**config.mk**
```make
export PLATFORM = sky130hd
export DESIGN_NAME = cmd_frame_rx
export DESIGN_NICKNAME = d
export VERILOG_FILES = /design/src/rtl/cfr_pkg.sv /design/src/rtl/cfr_chk.sv /design/src/rtl/cfr_buf.sv /design/src/rtl/cfr_fsm.sv /design/src/rtl/cmd_frame_rx.sv
export SDC_FILE = /design/constraint.sdc
export NUM_CORES = 1
export LEC_CHECK = 0
export CAP_MARGIN = 20
export CORE_MARGIN = 2
export CORE_UTILIZATION = 40
export CTS_CLUSTER_DIAMETER = 100
export DETAILED_ROUTE_END_ITERATION = 7
export DONT_BUFFER_PORTS = 1
export HOLD_SLACK_MARGIN = 0.08
export PLACE_DENSITY_LB_ADDON = 0.2
export SLEW_MARGIN = 20
export SYNTH_ARGS = -nofsm -noshare
export SYNTH_HDL_FRONTEND = slang
export SYNTH_SLANG_ARGS = --single-unit
export TNS_END_PERCENT = 10
```
**constraint.sdc**
```tcl
create_clock -name clk -period 5.04 [get_ports clk]
set_input_delay 0.756 -clock clk [delete_from_list [all_inputs] [get_ports clk]]
set_output_delay 0.756 -clock clk [all_outputs]
set_load 0.01 [all_outputs]
```
**src/rtl/cfr_pkg.sv**
```systemverilog
package cfr_pkg;
  localparam logic [7:0] START_BYTE = 8'h82;
  localparam logic [7:0] LAST_KNOWN_CMD = 8'd3;

  typedef enum logic [2:0] {
    ST_HUNT,
    ST_CMD,
    ST_LEN,
    ST_DATA,
    ST_CKL,
    ST_CKH
  } rx_state_t;
endpackage

```
**src/rtl/cfr_chk.sv**
```systemverilog
module cfr_chk (
  input  logic       clk,
  input  logic       rst_n,
  input  logic       clr,
  input  logic       odd_en,
  input  logic       even_en,
  input  logic [7:0] din,
  output logic [7:0] acc_odd,
  output logic [7:0] acc_even
);
  logic [7:0] odd_d, even_d;

  always_comb begin
    odd_d  = acc_odd;
    even_d = acc_even;
    if (clr) begin
      odd_d  = '0;
      even_d = '0;
    end else begin
      if (odd_en)  odd_d  = acc_odd ^ din;
      if (even_en) even_d = acc_even ^ din;
    end
  end

  always_ff @(posedge clk or negedge rst_n) begin
    if (!rst_n) begin
      acc_odd  <= '0;
      acc_even <= '0;
    end else begin
      acc_odd  <= odd_d;
      acc_even <= even_d;
    end
  end
endmodule

```
**src/rtl/cfr_buf.sv**
```systemverilog
module cfr_buf #(
  parameter int MAX_DATA = 60,
  parameter int IDX_W    = 6
) (
  input  logic                  clk,
  input  logic                  rst_n,
  input  logic                  clr,
  input  logic                  wr_en,
  input  logic [IDX_W-1:0]      wr_idx,
  input  logic [7:0]            din,
  output logic [MAX_DATA*8-1:0] payload
);
  for (genvar g = 0; g < MAX_DATA; g++) begin : g_slot
    logic       sel;
    logic [7:0] slot_q;

    assign sel = wr_en && (wr_idx == IDX_W'(g));

    always_ff @(posedge clk or negedge rst_n) begin
      if (!rst_n)   slot_q <= '0;
      else if (clr) slot_q <= '0;
      else if (sel) slot_q <= din;
    end

    assign payload[8*g +: 8] = slot_q;
  end
endmodule

```
**src/rtl/cfr_fsm.sv**
```systemverilog
module cfr_fsm
  import cfr_pkg::*;
#(
  parameter int MAX_DATA = 60,
  parameter int IDX_W    = 6
) (
  input  logic             clk,
  input  logic             rst_n,
  input  logic             in_valid,
  input  logic [7:0]       in_byte,
  input  logic [7:0]       acc_odd,
  input  logic [7:0]       acc_even,
  output rx_state_t        state,
  output logic [IDX_W-1:0] idx,
  output logic             frame_start,
  output logic             take_cmd,
  output logic             take_len,
  output logic             take_data,
  output logic             odd_en,
  output logic             even_en,
  output logic             done_pulse,
  output logic             err_pulse
);
  localparam logic [7:0] MAX_LEN = 8'(MAX_DATA);

  rx_state_t        state_q, state_d;
  logic [IDX_W-1:0] idx_q, idx_d;
  logic [7:0]       len_q, len_d;
  logic             low_ok_q, low_ok_d;
  logic             done_q, done_d, err_q, err_d;

  always_comb begin
    state_d     = state_q;
    idx_d       = idx_q;
    len_d       = len_q;
    low_ok_d    = low_ok_q;
    done_d      = 1'b0;
    err_d       = 1'b0;
    frame_start = 1'b0;
    take_cmd    = 1'b0;
    take_len    = 1'b0;
    take_data   = 1'b0;
    odd_en      = 1'b0;
    even_en     = 1'b0;
    case (state_q)
      ST_HUNT: if (in_valid && in_byte == START_BYTE) begin
        frame_start = 1'b1;
        state_d     = ST_CMD;
      end
      ST_CMD: if (in_valid) begin
        take_cmd = 1'b1;
        odd_en   = 1'b1;
        state_d  = ST_LEN;
      end
      ST_LEN: if (in_valid) begin
        if (in_byte > MAX_LEN) begin
          err_d   = 1'b1;
          state_d = ST_HUNT;
        end else begin
          take_len = 1'b1;
          even_en  = 1'b1;
          len_d    = in_byte;
          idx_d    = '0;
          state_d  = (in_byte == 8'd0) ? ST_CKL : ST_DATA;
        end
      end
      ST_DATA: if (in_valid) begin
        take_data = 1'b1;
        odd_en    = ~idx_q[0];
        even_en   = idx_q[0];
        idx_d     = idx_q + 1'b1;
        if (8'(idx_q) + 8'd1 == len_q) state_d = ST_CKL;
      end
      ST_CKL: if (in_valid) begin
        low_ok_d = (in_byte == ~acc_odd);
        state_d  = ST_CKH;
      end
      ST_CKH: if (in_valid) begin
        if (low_ok_q && in_byte == ~acc_even) done_d = 1'b1;
        else                                  err_d  = 1'b1;
        state_d = ST_HUNT;
      end
      default: state_d = ST_HUNT;
    endcase
  end

  always_ff @(posedge clk or negedge rst_n) begin
    if (!rst_n) begin
      state_q  <= ST_HUNT;
      idx_q    <= '0;
      len_q    <= '0;
      low_ok_q <= 1'b0;
      done_q   <= 1'b0;
      err_q    <= 1'b0;
    end else begin
      state_q  <= state_d;
      idx_q    <= idx_d;
      len_q    <= len_d;
      low_ok_q <= low_ok_d;
      done_q   <= done_d;
      err_q    <= err_d;
    end
  end

  assign state      = state_q;
  assign idx        = idx_q;
  assign done_pulse = done_q;
  assign err_pulse  = err_q;
endmodule

```
**src/rtl/cmd_frame_rx.sv**
```systemverilog
module cmd_frame_rx
  import cfr_pkg::*;
#(
  parameter int MAX_DATA = 60
) (
  input  logic                  clk,
  input  logic                  rst_n,
  input  logic                  in_valid,
  input  logic [7:0]            in_byte,
  output logic                  pkt_done,
  output logic                  pkt_err,
  output logic [7:0]            pkt_cmd,
  output logic [7:0]            pkt_len,
  output logic [MAX_DATA*8-1:0] pkt_payload,
  output logic                  pkt_unknown
);
  localparam int IDX_W = $clog2(MAX_DATA + 1);

  rx_state_t        state;
  logic [IDX_W-1:0] idx;
  logic             frame_start, take_cmd, take_len, take_data;
  logic             odd_en, even_en;
  logic [7:0]       acc_odd, acc_even;
  logic [7:0]       cmd_q, len_q;
  logic             unk_q;

  cfr_fsm #(.MAX_DATA(MAX_DATA), .IDX_W(IDX_W)) u_fsm (
    .clk(clk), .rst_n(rst_n), .in_valid(in_valid), .in_byte(in_byte),
    .acc_odd(acc_odd), .acc_even(acc_even), .state(state), .idx(idx),
    .frame_start(frame_start), .take_cmd(take_cmd), .take_len(take_len),
    .take_data(take_data), .odd_en(odd_en), .even_en(even_en),
    .done_pulse(pkt_done), .err_pulse(pkt_err)
  );

  cfr_chk u_chk_acc (
    .clk(clk), .rst_n(rst_n), .clr(frame_start), .odd_en(odd_en),
    .even_en(even_en), .din(in_byte), .acc_odd(acc_odd), .acc_even(acc_even)
  );

  cfr_buf #(.MAX_DATA(MAX_DATA), .IDX_W(IDX_W)) u_buf (
    .clk(clk), .rst_n(rst_n), .clr(frame_start), .wr_en(take_data),
    .wr_idx(idx), .din(in_byte), .payload(pkt_payload)
  );

  always_ff @(posedge clk or negedge rst_n) begin
    if (!rst_n) begin
      cmd_q <= '0;
      len_q <= '0;
      unk_q <= 1'b0;
    end else if (frame_start) begin
      cmd_q <= '0;
      len_q <= '0;
      unk_q <= 1'b0;
    end else begin
      if (take_cmd) begin
        cmd_q <= in_byte;
        unk_q <= in_byte > LAST_KNOWN_CMD;
      end
      if (take_len) len_q <= in_byte;
    end
  end

  assign pkt_cmd     = cmd_q;
  assign pkt_len     = len_q;
  assign pkt_unknown = unk_q;
endmodule

```
Word-level counts from Yosys, hierarchy flattened:

Index checks and enable logic that the tools add are counted.

* register bits: 533
* input port bits: 11
* output and inout bits: 499
* word-level logic and storage cells: 455

* add/subtract/negate cells: 2
* $lt $le $gt $ge: 2
* equality and inequality tests: 76
* muxes and demuxes: 164
* bitwise logic cells: 6
* reductions and logical operators: 134

Operators by type and width (number)
* 8-bit two-way mux: 128
* 6-bit == test, second input constant: 28
* 2-bit nonzero test: 65
* 6-bit by 5-bit == test with 1-bit output, second input constant: 16
* 1-bit logical AND: 62
* 6-bit by 4-bit == test with 1-bit output, second input constant: 8
* 3-bit two-way mux: 9
* 6-bit by 3-bit == test with 1-bit output, second input constant: 4
* 8-bit == test: 3
* 1-bit two-way mux: 19
* 6-bit two-way mux: 3
* 3-bit one-hot mux with 6 select lines: 1
* 8-bit inverter: 2
* 8-bit bitwise XOR: 2
* 6-bit by 2-bit == test with 1-bit output, second input constant: 2
* 2-bit inequality test, second input constant: 6
* 6-bit one-hot mux with 2 select lines: 1
* 8-bit == test, second input constant: 1
* 8-bit by 2-bit > comparator with 1-bit output, second input constant: 1
* 8-bit by 6-bit > comparator with 1-bit output, second input constant: 1
* 8-bit zero test: 1
* 6-bit by 1-bit adder with 7-bit output, second input constant: 1
* 7-bit AND reduction: 1
* 6-bit by 1-bit adder with 6-bit output, second input constant: 1
* other kinds (12): 18

Longest topological paths before layout:

Gate-level depths: netlist (run 1).

* depth in word-level cells: 6
* mapped depth: 9
* depth with buffers taken out: 6

Modules after synthesis:

Synthesis (run 1) repeated with hierarchy kept, for this count alone.

* cells, all modules: 1942
* area, all modules: 24250.8 µm²

By module, submodules not included
* cfr_buf: instances 1, cells an instance 1660, area an instance 21384.3 µm²
* cfr_fsm: instances 1, cells an instance 155, area an instance 1328.8 µm²
* cfr_chk: instances 1, cells an instance 70, area an instance 838.3 µm²
* cmd_frame_rx: instances 1, cells an instance 57, area an instance 699.4 µm²

Least setup slack after synthesis (run 1):

Ideal clock, no wire load.

* kind: input-to-reg
* start: input port in_byte[5]
* end: register len_q[6] (netlist: pkt_len[6])
* data arrival time: 2303 ps
* data required time: 4920 ps
* setup slack: 2617 ps
* cell stages on the path: 6
* buffers on the path: 2
* cells stage by stage: or4_4 nand2b_4 or4_4 buf_6 buf_6 and3_1

* cells in the longest elaborated chain, start to end: 5
* elaborated cells on any way between the ends: 10
* those cells by class: order compare: 1; eq/ne: 1; mux: 6; reduce/logical: 2

RTL lines
* start, declared: RTL line cmd_frame_rx.sv:9 `input logic [7:0] in_byte,`
* 8-bit by 6-bit > comparator with 1-bit output or 8-bit == test (tied branches): RTL line cfr_fsm.sv:56, cfr_fsm.sv:46
* 1-bit two-way mux or 1-bit logical AND (tied branches): RTL line cfr_fsm.sv:56, cfr_fsm.sv:46
* 1-bit two-way mux (on tied branches): RTL line cfr_fsm.sv:55, cfr_fsm.sv:46
* 1-bit two-way mux: RTL line cfr_fsm.sv:45 `case (state_q)`
* 2-bit nonzero test (no source line) or 8-bit two-way mux (tied branches)
* end signal, assigned: RTL line cmd_frame_rx.sv:59 `if (take_len) len_q <= in_byte;`
* end, declared: RTL line cmd_frame_rx.sv:24 `logic [7:0] cmd_q, len_q;`

Parallel ways exist; a longest one is shown, timed or not.
A chain may end at the register's enable or synchronous reset.

Worst setup path in the final report (run 1):

* start: register u_fsm.state_q[1] (netlist: u_fsm.state[1])
* end: register u_buf.g_slot[4].slot_q[7]

* cells in the longest elaborated chain, start to end: 4
* elaborated cells on any way between the ends: 7
* those cells by class: eq/ne: 1; mux: 3; reduce/logical: 3

RTL lines
* start, declared: RTL line cfr_fsm.sv:26 `rx_state_t state_q, state_d;`
* start signal, assigned: RTL line cfr_fsm.sv:96 `state_q <= state_d;`
* 3-bit by 2-bit == test with 1-bit output: RTL line cfr_fsm.sv:45
* 1-bit two-way mux: RTL line cfr_fsm.sv:45
* 1-bit logical AND: RTL line cfr_buf.sv:17 `assign sel = wr_en && (wr_idx == IDX_W'(g));`
* 2-bit nonzero test (no source line)
* end signal, assigned: RTL line cfr_buf.sv:22 `else if (sel) slot_q <= din;`
* end, declared: RTL line cfr_buf.sv:15 `logic [7:0] slot_q;`

Parallel ways exist; a longest one is shown, timed or not.

==> results of run 1 <==
## Yosys cell counts, types with 2 or more instances
master,number,area share [%]
a211oi_1,2,0.070
a21o_1,3,0.10
a21oi_1,70,1.6
a22o_1,170,6.9
and2_1,3,0.087
and3_1,3,0.087
buf_2,48,1.1
buf_6,23,1.2
clkbuf_1,84,1.5
dfrtp_1,533,62
ha_1,4,0.23
inv_1,3,0.052
mux2i_1,60,2.8
nand2_1,510,8.9
nand2b_1,2,0.058
nand3_1,9,0.21
nand3b_1,2,0.070
nand4_1,4,0.12
nor2_1,149,2.6
nor2_2,19,0.55
nor2_4,3,0.16
nor2b_1,8,0.23
nor3b_1,3,0.10
o21ai_0,278,6.5
o31ai_1,6,0.21
or2_2,2,0.058
or3_1,2,0.058
or4_4,2,0.10
xnor2_1,5,0.20
xor2_1,34,1.4
## flip-flops by register name, summed over array words and instances (netlist names)
signal,count
pkt_cmd,8
pkt_len,8
pkt_unknown,1
u_buf.g_slot.slot_q,480
u_chk_acc.acc_even,8
u_chk_acc.acc_odd,8
u_fsm.done_pulse,1
u_fsm.err_pulse,1
u_fsm.idx,6
u_fsm.len_q,8
u_fsm.low_ok_q,1
u_fsm.state,3
## metrics by stage
stage	worst slack (ns)	utilization [%]	instance area (um^2)
4_1_cts	1.84	44.6	23900
5_1_grt	1.59	44.6	23900
3_5_place_dp	1.81	40.7	21800
2_1_floorplan	2.62	-	21500
6_report	1.86	44.6	23900
3_3_place_gp	1.85	40.7	21800
## area by class of cell
type | count | area, um^2 | share of cell area, %
flip-flops and latches | 533 | 13300 | 55.9
clock buffers | 88 | 1810 | 7.58
inverters | 3 | 11.3 | 0.0472
repair buffers | 19 | 155 | 0.650
multi-input cells | 1372 | 7400 | 31.0
clock inverters | 19 | 278 | 1.16
well taps | 696 | 871 | 3.65
## placed cells by master, fill, tap and decap left out, drive strengths merged, types with 19 or more instances in the layout
cell type	n
o21ai	279
buf	19
nor2	171
nand2	510
a22o	170
a21oi	70
mux2i	60
dfrtp	533
xor2	34
clkbuf	88
## timing repair
action	4_1_cts	5_1_grt
endpoints found under the hold margin	533	533
buffers inserted	0	0
endpoints found under the setup margin	0	0
## report_power, final
part / switching [mW] / total, mW / leakage (nW) / internal, mW
clock: 1.78 / 4.60 / 1.04 / 2.82
sequential: 0.755 / 5.54 / 7.29 / 4.79
combinational: 0.639 / 1.04 / 2.40 / 0.406
total: 3.18 / 11.2 / 10.7 / 8.01
## worst max path at each step
stage | endpoint | from | depth (start not counted)
2_1_floorplan | pkt_len[6]$_DFFE_PN0P_ | in_byte[5] | 6
3_3_place_gp | u_buf.g_slot[17].slot_q[7]$_DFFE_PN0P_ | in_valid | 5
3_5_place_dp | u_buf.g_slot[17].slot_q[7]$_DFFE_PN0P_ | in_valid | 5
4_1_cts | u_buf.g_slot[4].slot_q[7]$_DFFE_PN0P_ | u_fsm.state[0]$_DFFE_PN0P_ | 5
5_1_grt | u_buf.g_slot[4].slot_q[7]$_DFFE_PN0P_ | u_fsm.state[0]$_DFFE_PN0P_ | 5
6_report | u_buf.g_slot[4].slot_q[7]$_DFFE_PN0P_ | u_fsm.state[1]$_DFFE_PN0P_ | 5
## per-layer routing
| metal | GRT usage (%) | vias to the layer above |
|---|---|---|
| met5 | 0 | - |
| met3 | 8.43 | 105 |
| li1 | - | 6855 |
| met4 | 8.03 | 0 |
| met2 | 39.2 | 591 |
| met1 | 32.4 | 7798 |
## cells by family (layout without fill, tap and decap cells)
kind of cell	after synthesis	after routing	share of synthesized area, %
AND/OR/NAND/NOR	733	733	13.9
AO/OA/AOI/OAI	536	536	15.6
flip-flops	533	533	61.9
buffers and inverters	160	129	3.89
multiplexers	60	60	2.79
XOR/XNOR	39	39	1.59
adder cells (fa/ha/maj)	4	4	0.232
==> run metrics, run 1 <==
Worst R2R Setup Slack=1.86 ns; post-synth cell types=51; Area Growth Syn to Fin=10.8%; leakage dissipation=10.7 nW; Core Rows=85; CTS max path bufs=3; Root Driver=clkbuf_16; worst r2r path cells=5; CTS Sinks=533; Fill cells=approximately 5000; CP bufs+invs=0; DP Cell Count=2623; Post-Syn Area=21500 um^2; Post-Syn Area per Cell=10.4 um^2; data required time at the worst endpoint=5.51 ns; Nets=2002; DRC viols=0; final setup fails=0; GRT Overall Usage=24.9%; ys flop type=dfrtp_1; RSZ-0062 raised after global routing=false; vias=15349; Post-Route Setup TNS=0 ns; most used cell along the critical path=nor2_1; Syn Nets=2080; Iter 0 DRT Violations=roughly 1200; fin. max-slew vios=261; Final Non-Filler Cells=2730; routed length on met2=32700 um; Setup crit end kind=register; Tcrit/Tclk final=63.1%; gr ovfl total=0; Yosys warning total=0; Arr. time, crit path=3.65 ns; #FFs+latches synth=~530; Clock Skew=0.0125 ns; antenna diode count=0; vias in the first global route=around 15000; GPL Wtd Cong=0.806; DRT antenna net count=0; fmax=314 MHz; max incr delay on CP=just under 0.9 ns; largest net degree at the start of global routing=approximately 530; Mapped Cells=2065; initial antenna violation count=3; pwr dens=between 400 and 500 nW/um^2; CTS tree=yes; H-tree Lvls=2; reg2reg end=u_buf.g_slot[4].slot_q[7]$_DFFE_PN0P_; Critical Path Start Type=register; Hold WS=-0.157 ns; delay-heaviest family, CP=simple AND/OR/NAND/NOR gates; Initial Util=40.3%; origin of the critical flop-to-flop path=u_fsm.state[1]$_DFFE_PN0P_; Max-cap violations=0; failing checks=hold timing, slew limit; worst-path maximum fanout=26; status=complete, but fails checks; hpwl dp=43000 um; final hold violations=52; Peak VDD IR=0.256 mV; Total Wirelength=70400 um; Top Metal Used=met4; IO Pins=510; DRT Pass-1 Iters=5; Clk Latency, worst-skew pair=between 0.6 and 0.7 ns; asr flop ratio synth=100%; first-pass GRT wire length=105000 um; number of synthesized flops with an enable pin=0; headroom to the max-slew limit=-38.9%; sequential share of the synthesized area=between 60 and 70%; post-CTS sizing=0; Die Area=between 50000 and 60000 um^2; Avg WL per Cell=25.8 um; HP Class=in -> async; chip width=roughly 240 um; Core Footprint=53500 um^2; Pwr Total=between 10 and 15 mW; Met3 Wirelength=roughly 6400 um; clock slew at reported path FFs=0.07 ns; Final min period=3.18 ns; Slowest-stage cell, CP=or3_2; wire length on met1=around 29000 um; TritonCTS buffer count=58; layout cells sized above 1=7.47%; worst slew pin tran=about 2.1 ns; critical path type=reg -> reg; die height=roughly 240 um; vias per inst=5.62; Port Buffer Count=0; CP cell instances=nand4b_1 -> or3_2 -> nor2_1 -> mux2i_1 -> nor2_1
No activity file was read; power rests on OpenSTA's default activity.
==> run 2: changes to the inputs <==
--- a/config.mk
+++ b/config.mk
@@ -5,6 +5,7 @@
 export SDC_FILE = /design/constraint.sdc
 export NUM_CORES = 1
 export LEC_CHECK = 0
+export ABC_AREA = 1
 export CAP_MARGIN = 20
 export CORE_MARGIN = 2
 export CORE_UTILIZATION = 40
==> constraint.sdc (replaced) <==
create_clock -name clk -period 3 [get_ports clk]
set_input_delay 0.45 -clock clk [delete_from_list [all_inputs] [get_ports clk]]
set_output_delay 0.45 -clock clk [all_outputs]
set_load 0.01 [all_outputs]
==> run metrics, run 2 <==
HP Class=in -> async; post-synth cell types=32 (-37%); fmax=379 MHz (+21%); Final min period=2.64 ns (-0.541 ns); Total Wirelength=65300 um (-7.2%); count leader, synth=dfrtp_1; Syn Nets=2089 (+0.43%); Port Buffer Count=0 (unchanged); gr ovfl total=0 (unchanged); initial antenna violation count=0 (-3); Critical Path Start Type=register; final hold violations=199 (+280%); Area Growth Syn to Fin=11.8%; RSZ-0062 raised after global routing=false; Initial Util=40.6% (+0.38 points); Root Driver=clkbuf_16; first-pass GRT wire length=97700 um (-6.5%); Avg WL per Cell=23.8 um (-7.8%); hpwl dp=41900 um (-2.6%); CTS tree=yes; Iter 0 DRT Violations=1279 (+3.3%); data required time at the worst endpoint=3.42 ns (-2.09 ns); CTS Sinks=533 (unchanged); layout cells sized above 1=6.60% (-0.88 points); vias=14873 (-3.1%); Placed Area=20900 um^2 (-4.0%); GRT Overall Usage=24.3% (-0.59 points); Place WS=0.313 ns (-1.50 ns); #FFs+latches synth=533 (unchanged); DRT Pass-1 Iters=5 (unchanged); die height=230 um (-2.6%); Most flops, register=u_buf.g_slot.slot_q; leakage dissipation=10.7 nW (-0.43%); hold_buf cts=8; most frequent cells in the layout=533 x dfrtp_1, 504 x o21ai_0, 486 x nand2_1; Core Rows=82 (-3.5%); TritonCTS buffer count=56 (-3.4%); Clock Skew=0.0172 ns (+0.00468 ns); Final Non-Filler Cells=2750 (+0.73%); Arr. time, crit path=3.06 ns (-0.59 ns); Die Area=52900 um^2 (-5.0%); most common cell after layout, fill and taps aside=dfrtp_1; Peak VDD IR=0.462 mV (+80%); largest area contributor in the netlist=dfrtp_1; Post-Syn Area=20400 um^2 (-5.1%); Mapped Cells=2074 (+0.44%); CTS max path bufs=3 (unchanged); Hold WS=-0.452 ns (-0.295 ns); DRT antenna net count=0 (unchanged); Post-synth top cells=533 x dfrtp_1, 504 x o21ai_0, 488 x nand2_1, 204 x nand3_1, 85 x inv_1; flip-flop count of the largest register after layout=480 (unchanged); ys flop type=dfrtp_1; status=complete, but fails checks; Clk Latency, worst-skew pair=0.59 ns (-0.03 ns); clock slew at reported path FFs=0.06 ns (about the same); sequential share of the synthesized area=65.3% (+3.3 points); Post-Syn Area per Cell=9.85 um^2 (-5.5%); pwr dens=827 nW/um^2 (+76%); Setup crit end kind=register; GPL Wtd Cong=0.830 (+3.0%); critical path type=reg -> reg; Pwr Total=18.9 mW (+69%); Yosys top cell area share=65.3% (+3.3 points); largest net degree at the start of global routing=534 (unchanged); Yosys warning total=0 (unchanged); Max-cap violations=0 (unchanged); vias per inst=5.41 (-3.8%); worst slew pin tran=3.47 ns (+1.39 ns); H-tree Lvls=2 (unchanged); asr flop ratio synth=100% (unchanged); Tcrit/Tclk final=88.0% (+25 points); failing checks=hold timing, slew limit; fin. max-slew vios=369 (+41%); vias in the first global route=14595 (-3.0%); final setup fails=0 (unchanged); headroom to the max-slew limit=-131% (-93 points); Nets=2047 (+2.2%); Final Util=45.4% (+0.84 points); IO Pins=510 (unchanged); Core Footprint=50300 um^2 (-6.0%); chip width=230 um (-2.6%); DP Cell Count=2638 (+0.57%); number of synthesized flops with an enable pin=0 (unchanged); worst-path maximum fanout=16 (-38%); largest cells by area after synthesis=dfrtp_1 65%, o21ai_0 12%, nand2_1 9.0%, nand3_1 5.0%, inv_1 1.6%; fin area=22800 um^2 (-4.3%); final worst slack=0.360 ns (-1.50 ns); DRC viols=0 (unchanged); Post-Route Setup TNS=0 ns (unchanged)
## run 2: cell types whose count changed in the layout (fill, tap and decap cells not counted), moves of 18 or more
cell     before  now
a22o_1      170    0
nand3_1       8  204
inv_1         3   80
nand2_1     510  486
o21ai_0     278  504
a21oi_1      70    9
nor2_2       21    3
xor2_1       34    2
nor2_1      147   51
mux2i_1      60    0
## run 2: path summary, 6_finish.rpt
check | startpoint | to | slack (ns) | depth (start not counted)
max | u_fsm.state[2]$_DFFE_PN0P_ | u_buf.g_slot[45].slot_q[3]$_DFFE_PN0P_ | 0.36 | 8
max reg2reg | u_fsm.state[2]$_DFFE_PN0P_ | u_buf.g_slot[45].slot_q[3]$_DFFE_PN0P_ | 0.36 | 8
min in group clk | in_byte[3] | u_chk_acc.acc_even[3]$_DFFE_PN0P_ | 0.13 | 3
min reg2reg | u_fsm.len_q[7]$_DFFE_PN0P_ | u_fsm.len_q[7]$_DFFE_PN0P_ | 0.47 | 2
min | rst_n | u_buf.g_slot[57].slot_q[4]$_DFFE_PN0P_ | -0.45 | 0
max in group asynchronous | rst_n | u_fsm.idx[1]$_DFFE_PN0P_ | 0.72 | 0
## run 2: critical path: stages, from the launching register on
cell and delay (ns):
dfrtp_1 0.40, inv_1 0.15, nand3_2 0.12, nor2_4 0.18
inv_2 0.12, nor3_4 0.62, nand2_1 0.57, nand3_1 0.19
o21ai_0 0.10
## run 2: metal layers
metal	vias up	GRT usage, %	wire [um]
met3	81	8.47	6190
met4	0	6.05	1300
met1	7460	31.1	26600
li1	6787	-	-
met5	-	0	0
met2	545	39.6	31200
## run 2: cell type report
| class | count | area, um^2 |
|---|---|---|
| fillers | 4768 | 27400 |
| flip-flops and latches | 533 | 13300 |
| multi-input cells | 1314 | 6110 |
| clock buffers | 92 | 1680 |
| well taps | 672 | 841 |
| repair buffers | 38 | 355 |
| inverters | 89 | 334 |
| clock inverters | 11 | 186 |
| diodes | 1 | 2.50 |
## run 2: timing repair
item                      4_1_cts  5_1_grt
setup buffers                   0        0
resized for setup               0        0
hold endpoints to repair      551      533
## run 2: cells by family after synthesis
| kind of cell | Yosys count | synth area share (%) |
|---|---|---|
| simple gates | 761 | 15.5 |
| flops | 533 | 65.3 |
| compound gates | 532 | 13.3 |
| buf+inv | 227 | 4.92 |
| xor+xnor | 17 | 0.729 |
| fa+ha+maj | 4 | 0.245 |
## run 2: power by group
part	internal (mW)	switching, mW
logic	0.784	1.33
registers	8.28	1.44
clock network	4.22	2.83
total	13.3	5.60
==> run 3: changes to the inputs <==
==> constraint.sdc (replaced) <==
create_clock -name clk -period 3 [get_ports clk]
set_input_delay 0.3 -clock clk [delete_from_list [all_inputs] [get_ports clk]]
set_output_delay 0.3 -clock clk [all_outputs]
set_load 0.01 [all_outputs]
==> run metrics, run 3 (synthesis gave the netlist of run 2 again) <==
Setup crit end kind=register; Place WS=0.391 ns (+0.0781 ns); reg2reg end=u_fsm.done_pulse$_DFF_PN0_; most used cell along the critical path=dlygate4sd3_1; CP bufs+invs=4 (+2); Hold WS=-0.588 ns (-0.136 ns); vias in the first global route=14768 (+1.2%); final worst slack=0.131 ns (-0.229 ns); die height=230 um (unchanged); final setup fails=0 (unchanged); critical path type=in -> reg; gr ovfl total=0 (unchanged); Nets=2051 (+0.20%); worst-path maximum fanout=4 (-12); vias=14893 (+0.13%); most common cell after layout, fill and taps aside=dfrtp_1; fin. max-slew vios=382 (+3.5%); Core Footprint=50300 um^2 (unchanged); max incr delay on CP=0.71 ns (+0.09 ns); Arr. time, crit path=3.37 ns (+0.31 ns); H-tree Lvls=2 (unchanged); DRT Pass-1 Iters=6 (+1); GRT Overall Usage=24.6% (+0.26 points); Avg WL per Cell=23.8 um (about the same); Peak VDD IR=0.454 mV (-1.7%); CTS max path bufs=3 (unchanged); RSZ-0062 raised after global routing=false; Worst R2R Setup Slack=0.20 ns (-0.16 ns); most frequent cells in the layout=533 x dfrtp_1, 504 x o21ai_0, 486 x nand2_1; largest net degree at the start of global routing=534 (unchanged); antenna diode count=0 (-1); HP Class=in -> async; chip width=230 um (unchanged); flip-flop count of the largest register after layout=480 (unchanged); post-CTS sizing=0 (unchanged); Slowest-stage cell, CP=dlygate4sd3_1; Iter 0 DRT Violations=1199 (-6.3%); initial antenna violation count=1 (+1); layout cells sized above 1=7.20% (+0.61 points); clock slew at reported path FFs=0.06 ns (about the same); Critical Path Start Type=primary input; Sequential Area=13300 um^2 (unchanged); Max-cap violations=0 (unchanged); status=complete, but fails checks; first-pass GRT wire length=98700 um (+1.0%); Die Area=52900 um^2 (unchanged); worst r2r path cells=8 (unchanged); Port Buffer Count=0 (unchanged); DRC viols=0 (unchanged); Area Growth Syn to Fin=12.0%; Fill cells=4789 (+0.44%); CP Launch Point=in_byte[2]; data required time at the worst endpoint=3.50 ns (+0.08 ns); Total Wirelength=65400 um (+0.16%); hold_buf cts=14 (+6); multi-input logic area=6110 um^2 (unchanged); GPL Wtd Cong=0.825 (-0.70%); final hold violations=287 (+44%); Final min period=2.87 ns (+0.229 ns); failing checks=hold timing, slew limit; IO Pins=510 (unchanged); CTS Sinks=533 (unchanged); leakage dissipation=10.7 nW (+0.16%); delay-heaviest family, CP=buffers and inverters; Most flops, register=u_buf.g_slot.slot_q; Clock Skew=0.0129 ns (-0.00432 ns); hpwl dp=41700 um (-0.50%); origin of the critical flop-to-flop path=u_chk_acc.acc_even[3]$_DFFE_PN0P_; headroom to the max-slew limit=-125% (+6.4 points); Root Driver=clkbuf_16; worst slew pin tran=3.38 ns (-0.0955 ns); Post-Route Setup TNS=0 ns (unchanged); Clk Latency, worst-skew pair=0.59 ns (about the same); CP cell instances=dlygate4sd3_1 -> xor2_1 -> nand2_1 -> dlygate4sd3_1 -> nor3_1 -> dlygate4sd3_1 -> nand3_1 -> dlygate4sd3_1 -> nor2_1; CTS tree=yes; Tcrit/Tclk final=95.6% (+7.6 points); fmax=349 MHz (-8.0%); Initial Util=40.6% (unchanged); DRT antenna net count=0 (unchanged); TritonCTS buffer count=56 (unchanged); pwr dens=825 nW/um^2 (-0.20%); Core Rows=82 (unchanged); vias per inst=5.41 (about the same)
==> run 3: how the worst max path moves through the flow <==
stage	end	slack, ns	cells after the start
2_1_floorplan	u_buf.g_slot[43].slot_q[5]$_DFFE_PN0P_	1.24	12
5_1_grt	u_fsm.done_pulse$_DFF_PN0_	0.09	9
4_1_cts	u_fsm.done_pulse$_DFF_PN0_	0.24	9
3_3_place_gp	u_buf.g_slot[36].slot_q[3]$_DFFE_PN0P_	0.42	7
3_5_place_dp	u_buf.g_slot[36].slot_q[6]$_DFFE_PN0P_	0.39	7
6_report	u_fsm.done_pulse$_DFF_PN0_	0.13	9
==> run 3: per-stage QoR <==
step	util (%)	cell area (um^2)	power (mW)	instances
floorplan	-	20400	11.0	2074
global placement	41.5	20900	11.9	2636
detailed placement	41.5	20900	11.9	2636
CTS	45.5	22900	19.1	2754
global route	45.5	22900	19.8	2754
finish	45.5	22900	18.9	2754
==> run 3: worst reg2reg max path: stages (launching register included) <==
cell	delay, ns
dfrtp_1	0.39
xor2_1	0.20
nand2_1	0.08
dlygate4sd3_1	0.56
nor3_1	0.15
dlygate4sd3_1	0.57
nand3_1	0.07
dlygate4sd3_1	0.57
nor2_1	0.14
==> run 3: repair_timing <==
action,in CTS,in global routing
setup buffers,0,0
setup endpoints to repair,0,0
hold endpoints to repair,568,533
==> run 3: per-layer routing <==
layer	vias up	track usage, %	routed length, um
li1	6792	-	-
met1	7387	31.8	26900
met2	587	38.7	30200
met3	127	8.17	6290
met4	0	8.59	2100
met5	-	0	0
==> run 3: area by class of cell <==
cell class	count	area share, %
Clock buffer	74	6.86
Timing Repair Buffer	42	1.70
Clock inverter	30	1.31
Inverter	89	1.46
Multi-Input combinational cell	1314	26.7
Tap cell	672	3.68
Sequential cell	533	58.3
==> run 3: power by group <==
group	internal [mW]	switching (mW)	leakage (nW)
clock network	4.12	2.91	0.914
logic	0.801	1.32	2.46
registers	8.28	1.45	7.33
